$ cat config.mk
export PLATFORM = sky130hd
export DESIGN_NAME = par2ser_tx
export DESIGN_NICKNAME = d
export VERILOG_FILES = /design/src/rtl/ser_pkg.sv /design/src/rtl/ser_phase_ctr.sv /design/src/rtl/ser_shifter.sv /design/src/rtl/ser_out_stage.sv /design/src/rtl/par2ser_tx.sv
export SDC_FILE = /design/constraint.sdc
export NUM_CORES = 1
export LEC_CHECK = 0
export CORE_MARGIN = 4
export CORE_UTILIZATION = 60
export CTS_CLUSTER_SIZE = 28
export DETAILED_ROUTE_END_ITERATION = 10
export DONT_BUFFER_PORTS = 1
export MAX_ROUTING_LAYER = met4
export PLACE_DENSITY = 0.73
export SLEW_MARGIN = 25
export SYNTH_ARGS = -nofsm -noshare
export SYNTH_HDL_FRONTEND = slang
export SYNTH_SLANG_ARGS = --single-unit
$ cat constraint.sdc
create_clock -name ser_clk -period 2.17 [get_ports ser_clk]
set_clock_uncertainty 0.1 [all_clocks]
set_input_delay 0 -clock ser_clk [delete_from_list [all_inputs] [get_ports ser_clk]]
set_output_delay 0 -clock ser_clk [all_outputs]
set_load 0.005 [all_outputs]
$ cat src/rtl/ser_pkg.sv
package ser_pkg;
    typedef enum logic {
        ORDER_LSB = 1'b0,
        ORDER_MSB = 1'b1
    } bit_order_e;
endpackage

$ cat src/rtl/ser_phase_ctr.sv
module ser_phase_ctr #(
    parameter int unsigned WORD_W = 16
) (
    input  logic clk,
    input  logic rst_n,
    output logic load_o,
    output logic wclk_o
);
    localparam int unsigned CNT_W = $clog2(WORD_W);
    localparam logic [CNT_W-1:0] LAST = CNT_W'(WORD_W - 1);
    localparam logic [CNT_W-1:0] HALF = CNT_W'(WORD_W / 2);

    typedef struct packed {
        logic [CNT_W-1:0] cnt;
        logic             wclk;
    } phase_t;

    phase_t st_d, st_q;

    always_comb begin
        st_d      = st_q;
        st_d.cnt  = (st_q.cnt == LAST) ? '0 : st_q.cnt + 1'b1;
        st_d.wclk = (st_d.cnt >= HALF);
    end

    always_ff @(posedge clk or negedge rst_n) begin
        if (!rst_n) st_q <= '0;
        else        st_q <= st_d;
    end

    assign load_o = (st_q.cnt == LAST);
    assign wclk_o = st_q.wclk;

    // phase advances by one per edge and wraps after the last slot
    assert_phase_step_R1: assert property (@(posedge clk) disable iff (!rst_n)
        1'b1 |=> st_q.cnt == (($past(st_q.cnt) == LAST) ? '0 : $past(st_q.cnt) + 1'b1));
    // load strobe lasts exactly one serial cycle
    assert_single_load_R2: assert property (@(posedge clk) disable iff (!rst_n)
        load_o |=> !load_o);
    // divided clock is low in the cycle after a load
    assert_wclk_low_after_load_R3: assert property (@(posedge clk) disable iff (!rst_n)
        load_o |=> !wclk_o);
endmodule

$ cat src/rtl/ser_shifter.sv
module ser_shifter #(
    parameter int unsigned WORD_W = 16
) (
    input  logic              clk,
    input  logic              rst_n,
    input  logic              load_i,
    input  logic [WORD_W-1:0] word_i,
    input  ser_pkg::bit_order_e order_i,
    output logic              bit_o
);
    typedef struct packed {
        logic [WORD_W-1:0] sr;
    } shift_t;

    shift_t st_d, st_q;
    logic [WORD_W-1:0] reversed;
    logic [WORD_W-1:0] ordered;

    for (genvar i = 0; i < WORD_W; i++) begin : g_rev
        assign reversed[i] = word_i[WORD_W-1-i];
    end

    assign ordered = (order_i == ser_pkg::ORDER_MSB) ? reversed : word_i;

    always_comb begin
        st_d = st_q;
        if (load_i) begin
            bit_o   = ordered[0];
            st_d.sr = {1'b0, ordered[WORD_W-1:1]};
        end else begin
            bit_o   = st_q.sr[0];
            st_d.sr = {1'b0, st_q.sr[WORD_W-1:1]};
        end
    end

    always_ff @(posedge clk or negedge rst_n) begin
        if (!rst_n) st_q <= '0;
        else        st_q <= st_d;
    end

    // the top slot is empty once a word has been taken in
    assert_top_slot_clear_R2: assert property (@(posedge clk) disable iff (!rst_n)
        load_i |=> !st_q.sr[WORD_W-1]);
endmodule

$ cat src/rtl/ser_out_stage.sv
module ser_out_stage (
    input  logic clk,
    input  logic rst_n,
    input  logic bit_i,
    input  logic en_i,
    output logic ser_o
);
    typedef struct packed {
        logic dout;
    } out_t;

    out_t st_d, st_q;

    always_comb begin
        st_d      = st_q;
        st_d.dout = en_i & bit_i;
    end

    always_ff @(posedge clk or negedge rst_n) begin
        if (!rst_n) st_q <= '0;
        else        st_q <= st_d;
    end

    assign ser_o = st_q.dout;
endmodule

$ cat src/rtl/par2ser_tx.sv
module par2ser_tx #(
    parameter int unsigned WORD_W = 16
) (
    input  logic              ser_clk,
    input  logic              rst_n,
    input  logic [WORD_W-1:0] par_word,
    input  logic              msb_first,
    input  logic              data_en,
    output logic              ser_data,
    output logic              word_clk
);
    logic load;
    logic next_bit;
    ser_pkg::bit_order_e order;

    assign order = msb_first ? ser_pkg::ORDER_MSB : ser_pkg::ORDER_LSB;

    ser_phase_ctr #(.WORD_W(WORD_W)) u_phase (
        .clk    (ser_clk),
        .rst_n  (rst_n),
        .load_o (load),
        .wclk_o (word_clk)
    );

    ser_shifter #(.WORD_W(WORD_W)) u_shift (
        .clk     (ser_clk),
        .rst_n   (rst_n),
        .load_i  (load),
        .word_i  (par_word),
        .order_i (order),
        .bit_o   (next_bit)
    );

    ser_out_stage u_out (
        .clk   (ser_clk),
        .rst_n (rst_n),
        .bit_i (next_bit),
        .en_i  (data_en),
        .ser_o (ser_data)
    );

    // squelch forces the serial line low on the following cycle
    assert_squelch_zero_R7: assert property (@(posedge ser_clk) disable iff (!rst_n)
        !data_en |=> !ser_data);
    // word clock only rises while the load strobe is idle
    assert_wclk_rise_mid_R3: assert property (@(posedge ser_clk) disable iff (!rst_n)
        $rose(word_clk) |-> !load);
endmodule

==> results of run 1 <==
-- per-stage QoR --
step           hold slack [ns]  utilization  total power [mW]
6_report                0.0745        0.819             0.725
5_1_grt                  0.111        0.819             0.763
4_1_cts                  0.194        0.816             0.723
3_5_place_dp            -0.395        0.607             0.478
3_3_place_gp            -0.395        0.607             0.477
2_1_floorplan           -0.396            -             0.478
-- kinds of logic (layout without fill, tap and decap cells) --
kind of cell,count (synthesis),in the layout,share of synthesized area
AOI/OAI and AO/OA,32,32,0.217
xor gates and xnor gates,1,1,0.00818
adders and majority gates,1,1,0.0117
buffers and inverters,12,43,0.0888
DFF,21,21,0.491
muxes,16,16,0.150
and+or+nand+nor,6,6,0.0339
-- final timing paths --
| check | from | endpoint | slack (ns) |
|---|---|---|---|
| min in group ser_clk | par_word[12] | u_shift.st_q[2] | 0.36 |
| max in group asynchronous | rst_n | u_shift.st_q[6] | 1.58 |
| hold / removal | rst_n | u_phase.st_q[4] | 0.07 |
| setup reg to reg | u_phase.st_q[3] | u_out.ser_o | 0.11 |
| hold reg to reg | u_phase.st_q[1] | u_phase.st_q[1] | 0.39 |
| setup / recovery | u_phase.st_q[3] | u_out.ser_o | 0.11 |
-- area by class of cell --
type,count,area [sq um]
fill,100,309
tap,25,31.3
timing repair buffer,37,358
sequential,21,526
clock buffer,4,26.3
multi-input combinational,56,450
inverter,2,7.51
-- critical path: stages (launching register included) --
cell	delay (ns)
dfrtp_1	0.73
and3_1	0.28
buf_4	0.20
a211oi_1	0.08
dlygate4sd3_1	0.55
-- state kept, by name (all words and copies together) (netlist names) --
name / flops
u_phase.wclk_o: 1
u_out.ser_o: 1
u_shift.st_q: 15
u_phase.st_q: 4
-- metal layers --
layer,vias up,track usage
met5,-,-
met4,0,0.0783
met3,2,0.0356
met2,29,0.383
met1,396,0.258
li1,391,-
-- placed cells by master, fill, tap and decap left out, types with 2 or more instances in the layout --
master	synthesis	final
a21oi_1	5	5
a311o_1	2	2
buf_4	1	3
nor2b_1	2	2
a21oi_2	8	8
a31oi_1	15	15
dfrtp_1	21	21
dlygate4sd3_1	0	33
clkbuf_4	0	3
inv_1	2	2
mux2i_1	16	16
-- power breakdown --
group	leakage (nW)	switching (mW)	total [mW]	internal, mW
registers	0.256	0.00683	0.419	0.412
clock network	0.0150	0.112	0.184	0.0716
logic	0.352	0.0453	0.122	0.0771
total	0.623	0.164	0.725	0.560
==> results.txt, run 1 <==
Final hold vios -> 0
Post-CTS Setup Repair Bufs -> 0
Synth-to-Final Area Change -> 30.6%
Die Wd -> 50.3 um
Top-Level Pins -> 22
Unrepaired setup endpoints after global routing -> false
Cell Rows -> 15
Ys Warns -> 0
Register area share after synthesis -> 0.491
Post-placement cell area -> 1040 sq um
Netlist cell types -> 20
Synth Flop Type -> dfrtp_1
CP startpoint kind -> flip-flop
GRT Util Overall -> 0.221
CTS Buffer Depth -> 2
Crit Path Category -> flip-flop to flip-flop
DR iter-0 viols -> 24
Pre-antenna DRT Iters -> 6
Post-CTS Hold Buffers -> 33
Max VDD drop -> 473 uV
Relative slew slack -> 0.606
Layout cell share with drive strength beyond 1 -> 0.133
Final instance area -> 1400 sq um
Outcome -> finished clean
Slew @ Worst Pin -> 0.591 ns
Post-synth EDFFs -> 0
R2R depth -> 4
Data arrival, critical path -> 2.15 ns
Detailed placement HPWL -> 1.22 mm
Die area -> 2530 sq um
Endpoints failing setup -> 0
Total number of vias -> 818
Final net count -> 142
Yosys top cell area share -> 0.491
Metal-1 WL -> 983 um
Clock root buffer -> clkbuf_4
Starting Density -> 0.627
F_max -> 0.486 GHz
Vias in the first global route -> 884
CP Max Fanout -> 19
DR WL/cell -> 16.4 um
Residual DRC count -> 0
Number of port buffers -> 0
H-tree levels -> 1
Skew-Pair Late Insertion Delay -> 0.29 ns
Metal3 WL -> 89 um
Worst EP required -> 2.26 ns
Ant. Diodes -> 0
Final worst path period share -> 0.948
Top cells by area, synth -> dfrtp_1 49%, mux2i_1 15%, a31oi_1 8.8%, a21oi_2 6.5%, buf_6 4.2%
Post-route non-filler standard cell count -> 145
Syn Area/Cell -> 12.0 sq um
GPL Wtd Cong -> 0.760
Post-Syn Nets -> 110
Placed Cells -> 107
Inserted Clock Buffers -> 3
Met2 wire len -> 1.29 mm
DR top layer -> met4
Initial antenna violation count -> 0
Cells after synthesis -> 89
Final Critical Period -> 2.06 ns
Yosys reg bits -> 21
Pre-CTS setup slack -> 0.675 ns
Max_cap viols -> 0
Synth cell count leaders -> 21 x dfrtp_1, 16 x mux2i_1, 15 x a31oi_1
First-pass GRT wire length -> 4.02 mm
Area leader, netlist -> dfrtp_1
Routed Wire Length -> 2.37 mm
GRT overflow -> 0
Largest net degree at the start of global routing -> 22
Pleak -> 0.623 nW
Final slew viol count -> 0
Clock sinks -> 21
TNS Setup -> 0 ns
Count leader, synth -> dfrtp_1
CTS tree -> done
Clk pin slew, worst setup/hold paths -> 0.11 ns
Power Density -> 518 nW/um^2
Post-synth ARST share -> 1.00
HP Class -> input pin to async pin
Core footprint -> 1710 sq um
Remaining antenna violation count -> 0
Post-CTS sizing -> 0
Die Height -> 50.3 um
Setup ws final -> 0.113 ns
Vias/cell -> 5.64
Crit path capture type -> flip-flop
Syn Std Cell Area -> 1070 sq um
Power figures use the tool's default switching activity.
==> inputs of run 2 (changes only) <==
Settings changed: ABC_AREA set to 1, SKIP_LAST_GASP set to 1.
==> run 2 against run 1 <==
Hold slack worse by 0.0062 ns. Synthesized cell count is 43% higher. Global-route usage is 1.7 points higher. Non-clock buffer count is 8 lower. Register-to-register slack better by 0.13 ns. Sequential share of layout area is 2.6 points higher. Largest cell class unchanged. Sequential power hardly changed.
==> results.txt, run 2 <==
Post-synth ARST share -> 1.00
Pint -> 541 uW
Post-Syn Nets -> 148
Met1 GRT Util -> 0.278
Crit Path Category -> flip-flop to flip-flop
Power Density -> 549 nW/um^2
Filler Cell Count -> 84
Syn Area/Cell -> 7.98 sq um
Syn Std Cell Area -> 1010 sq um
Layout cell share with drive strength beyond 1 -> 0.0645
Clk pwr share -> 0.263
Worst EP required -> 2.27 ns
DR WL/cell -> 14.4 um
CTS tree -> done
Clk pin slew, worst setup/hold paths -> 0.11 ns
M3 GR Usage -> 0.0428
Endpoints failing setup -> 0
Unrepaired setup endpoints after global routing -> false
Residual DRC count -> 0
Top-Level Pins -> 22
Max_cap viols -> 0
Relative slew slack -> 0.685
CP startpoint -> u_phase.st_q[1]
HP Class -> input pin to async pin
Die Wd -> 49.1 um
Starting Density -> 0.650
Final hold vios -> 0
Count leader, synth -> nand2_1
Ys Warns -> 0
Pleak -> 0.683 nW
Slew @ Worst Pin -> 0.473 ns
Data arrival, critical path -> 2.02 ns
Routed Wire Length -> 2.46 mm
Post-CTS Setup Repair Bufs -> 0
Clock sinks -> 21
CP Max Fanout -> 17
Cell Rows -> 14
Worst r2r dst -> u_out.ser_o
Grt peak-use layer -> met2
Area leader, netlist -> dfrtp_1
Final net count -> 177
Detailed placement HPWL -> 1.21 mm
Combinational Power Share -> 0.154
R2R Path Start -> u_phase.st_q[1]
Most frequent cells in the layout -> 63 x nand2_1, 27 x dlygate4sd3_1, 21 x dfrtp_1, 10 x inv_1, 9 x o21ai_0
Ant. Diodes -> 0
Total number of vias -> 914
TNS Setup -> 0 ns
Max reg flops -> 15
Cells after synthesis -> 127
Remaining antenna violation count -> 0
R2R depth -> 5
GPL Wtd Cong -> 0.790
GRT overflow -> 0
Commonest non-fill, non-tap cell in the layout -> nand2_1
Reg-to-reg slack, setup -> 0.25 ns
Yosys reg bits -> 21
DR iter-0 viols -> 38
Post-synth EDFFs -> 0
Vias/cell -> 5.35
Met2 global-route usage -> 0.379
Die Height -> 49.1 um
Number of port buffers -> 0
Register area share after synthesis -> 0.519
Synth cell count leaders -> 63 x nand2_1, 21 x dfrtp_1, 10 x inv_1
Synth-to-Final Area Change -> 29.1%
Final slew viol count -> 0
Crit path capture type -> flip-flop
Final Critical Period -> 1.92 ns
Flop pwr share -> 0.583
Outcome -> finished clean
CTS Buffer Depth -> 2
Skew-Pair Late Insertion Delay -> 0.30 ns
GRT Util Overall -> 0.238
Net Sw Frac -> 0.246
Pre-antenna DRT Iters -> 4
Inserted Clock Buffers -> 3
Die area -> 2410 sq um
Max VDD drop -> 399 uV
Largest regs -> u_shift.st_q: 15 flops, u_phase.st_q: 4 flops
Final worst path period share -> 0.886
Hold Slack -> 0.0683 ns
H-tree levels -> 1
Top reg by flops -> u_shift.st_q
First-pass GRT wire length -> 4.15 mm
Synth Flop Type -> dfrtp_1
NetSw -> 177 uW
Core footprint -> 1560 sq um
CP startpoint kind -> flip-flop
Vias in the first global route -> 905
Largest net degree at the start of global routing -> 22
F_max -> 0.520 GHz
Clock root buffer -> clkbuf_4
Yosys top cell area share -> 0.519
Netlist cell types -> 18
Top cells by area, synth -> dfrtp_1 52%, nand2_1 23%, o21ai_0 4.4%, inv_1 3.7%, o21ai_1 3.5%
Initial antenna violation count -> 0
==> run 2: routing by layer <==
layer  part of all wire  routed length (um)
met3              0.057                 139
met4              0.039                  95
met1               0.42                1040
met5                  0                   0
met2               0.48                1180
==> run 2: how the worst max path moves through the flow <==
stage	depth (start not counted)	to	slack [ns]
global route	5	u_out.ser_o	0.11
global placement	5	u_phase.st_q[1]	0.84
floorplan	5	u_phase.st_q[1]	0.95
finish	5	u_out.ser_o	0.25
CTS	6	u_shift.st_q[14]	0.06
detailed placement	5	u_phase.st_q[1]	0.80
==> run 2: metrics by stage <==
step / worst slack, ns / instances / power, mW / cell area (sq um) / utilization
final: 0.247 / 171 / 0.718 / 1310 / 0.839
after global routing: 0.111 / 171 / 0.759 / 1310 / 0.839
after CTS: 0.0566 / 170 / 0.711 / 1290 / 0.830
after detailed placement: 0.804 / 138 / 0.472 / 987 / 0.633
after global placement: 0.839 / 138 / 0.472 / 987 / 0.633
after floorplan: 0.950 / 127 / 0.470 / 1010 / -
==> run 2: layout make-up <==
class	count	area, sq um	area share
repair buffers	29	288	0.220
inverters	11	43.8	0.0335
flip-flops and latches	21	526	0.402
well taps	16	20.0	0.0153
clock buffers	4	26.3	0.0201
multi-input cells	90	405	0.310
==> run 2: timing repair <==
item	in CTS	in global routing
gates resized for setup	0	2
endpoints found under the setup margin	0	2
hold buffers	28	1
hold endpoints to repair	37	21
==> run 2: cell families (layout without fill, tap and decap cells) <==
kind of cell	count (synthesis)	in the layout	share of synthesized area
xor gates and xnor gates	1	1	0.00864
AOI/OAI and AO/OA	17	17	0.0876
and+or+nand+nor	71	71	0.284
adders and majority gates	1	1	0.0123
DFF	21	21	0.519
buffers and inverters	16	44	0.0889
==> run 2: power by group through the flow <==
| stage | logic [mW] | clock network, mW | registers (mW) |
|---|---|---|---|
| after floorplan | 0.0468 | 0 | 0.424 |
| final | 0.110 | 0.189 | 0.419 |
| after detailed placement | 0.0463 | 0 | 0.426 |
| after global routing | 0.122 | 0.217 | 0.420 |
| after global placement | 0.0455 | 0 | 0.426 |
| after CTS | 0.102 | 0.191 | 0.418 |
==> run 2: worst max-delay path: stages (launching register included) <==
cell,delay [ns]
dfrtp_1,0.38
ha_1,0.27
nand3_4,0.22
nor2_1,0.20
nor2_1,0.08
dlygate4sd3_1,0.56
==> inputs of run 3 (changes only) <==
Clock period 2.17 ns to 1.9 ns, I/O delays scaled along.
==> run 3 against run 2 <==
Register-to-register slack got worse by 0.097 ns. Die area unchanged. Worst setup slack got worse by 0.17 ns. Combinational power increased by 22%. Non-clock buffer count increased by 6. Total power increased by 15%. Via count increased by 1.8%. Clock-buffer cell count unchanged. First-iteration DRC count decreased by 47%. Global-route usage increased by 1.6 points. Critical path type is now input pin to flip-flop. Critical endpoint is now u_shift.st_q[0].
==> results.txt, run 3 (synthesis results as in run 2) <==
Inserted Clock Buffers -> 3
Die area -> 2410 sq um
Max reg flops -> 15
Endpoints failing setup -> 0
Total number of vias -> 930
Layout cell share with drive strength beyond 1 -> 0.0621
DR iter-0 viols -> 20
Clk pin slew, worst setup/hold paths -> 0.12 ns
Data arrival, critical path -> 1.93 ns
Total Power -> 828 uW
Filler Cell Count -> 63
Multi-input gate area -> 405 sq um
R2R Path Start -> u_phase.st_q[1]
Vias in the first global route -> 981
Post-placement cell area -> 987 sq um
Top reg by flops -> u_shift.st_q
Clk pwr share -> 0.259
Skew-Pair Late Insertion Delay -> 0.30 ns
Core footprint -> 1560 sq um
Outcome -> finished clean
Crit path capture type -> flip-flop
Pleak -> 0.690 nW
Starting Density -> 0.650
Power Density -> 606 nW/um^2
CP startpoint -> par_word[1]
DR top layer -> met4
Pre-CTS setup slack -> 0.533 ns
Crit Path Category -> input pin to flip-flop
Cell Rows -> 14
Sequential cell area -> 526 sq um
Met2 wire len -> 1.22 mm
Initial antenna violation count -> 0
CP startpoint kind -> input pin
Worst setup path end -> u_shift.st_q[0]
CTS Buffer Depth -> 2
Worst r2r dst -> u_shift.st_q[14]
Number of port buffers -> 0
F_max -> 0.548 GHz
Pint -> 630 uW
Largest regs -> u_shift.st_q: 15 flops, u_phase.st_q: 4 flops
Vias/cell -> 5.25
Combinational Power Share -> 0.162
H-tree levels -> 1
NetSw -> 198 uW
CP Max Fanout -> 2
Final Critical Period -> 1.82 ns
Final instance area -> 1370 sq um
Die Wd -> 49.1 um
Metal-1 WL -> 1.11 mm
Synth-to-Final Area Change -> 34.8%
Setup ws final -> 0.0752 ns
Final hold vios -> 0
HP Class -> input pin to async pin
GPL Wtd Cong -> 0.790
TNS Setup -> 0 ns
Detailed placement HPWL -> 1.21 mm
Final slew viol count -> 0
Largest net degree at the start of global routing -> 22
Worst EP required -> 2.00 ns
Net Sw Frac -> 0.239
Clock root buffer -> clkbuf_4
Unrepaired setup endpoints after global routing -> false
First-pass GRT wire length -> 4.42 mm
CTS tree -> done
Relative slew slack -> 0.692
Final worst path period share -> 0.960
Max VDD drop -> 443 uV
Slew @ Worst Pin -> 0.461 ns
Die Height -> 49.1 um
Post-layout util -> 0.876
Most frequent cells in the layout -> 63 x nand2_1, 34 x dlygate4sd3_1, 21 x dfrtp_1, 10 x inv_1, 9 x o21ai_0
Clock sinks -> 21
Pre-antenna DRT Iters -> 4
Routed Wire Length -> 2.53 mm
GRT Util Overall -> 0.255
R2R depth -> 4
Remaining antenna violation count -> 0
Reg-to-reg slack, setup -> 0.15 ns
Flop pwr share -> 0.579
Residual DRC count -> 0
Commonest non-fill, non-tap cell in the layout -> nand2_1
Metal3 WL -> 125 um
DR WL/cell -> 14.3 um
Final net count -> 183
Max_cap viols -> 0
Top-Level Pins -> 22
Ant. Diodes -> 0
GRT overflow -> 0
## run 3: critical path, cell delays in order
cell and delay [ns]:
dlygate4sd3_1 0.54, nand2_1 0.07, dlygate4sd3_1 0.55, o21ai_1 0.08
dlygate4sd3_1 0.57, nand2_1 0.06, nand2_1 0.05
## run 3: per-stage QoR
step                std cells  hold slack (ns)
floorplan                 127           -0.396
global placement          138           -0.395
detailed placement        138           -0.395
CTS                       176            0.186
global route              177           0.0993
finish                    177           0.0637
## run 3: power groups by stage
stage	combinational (mW)	sequential, mW	clock [mW]
2_1_floorplan	0.0535	0.484	0
3_3_place_gp	0.0520	0.487	0
3_5_place_dp	0.0532	0.487	0
4_1_cts	0.125	0.478	0.218
5_1_grt	0.149	0.482	0.249
6_report	0.134	0.479	0.215
## run 3: worst min-delay path by stage
stage	endpoint	slack, ns	from
after floorplan	u_out.ser_o	-0.40	rst_n
after global placement	u_phase.st_q[4]	-0.40	rst_n
after detailed placement	u_phase.st_q[3]	-0.40	rst_n
after CTS	u_shift.st_q[11]	0.19	rst_n
after global routing	u_phase.wclk_o	0.1	rst_n
final	u_shift.st_q[11]	0.06	rst_n
## run 3: routing by layer
metal  up-vias  GRT usage
li1        456          -
met2        28      0.402
met1       436      0.300
met4         0      0.128
met3        10     0.0642
met5         -          -
## run 3: final cells by class
type                    count  area share
clock buffers               4      0.0192
well taps                  16      0.0147
multi-input cells          90       0.297
inverters                  11      0.0321
repair buffers             35       0.253
flip-flops and latches     21       0.385
## run 3: repair_timing
item / CTS / global route
setup buffers: 0 / 0
setup endpoints to repair: 0 / 1
hold endpoints to repair: 37 / 21
gates resized for setup: 0 / 1
hold buffers: 34 / 1
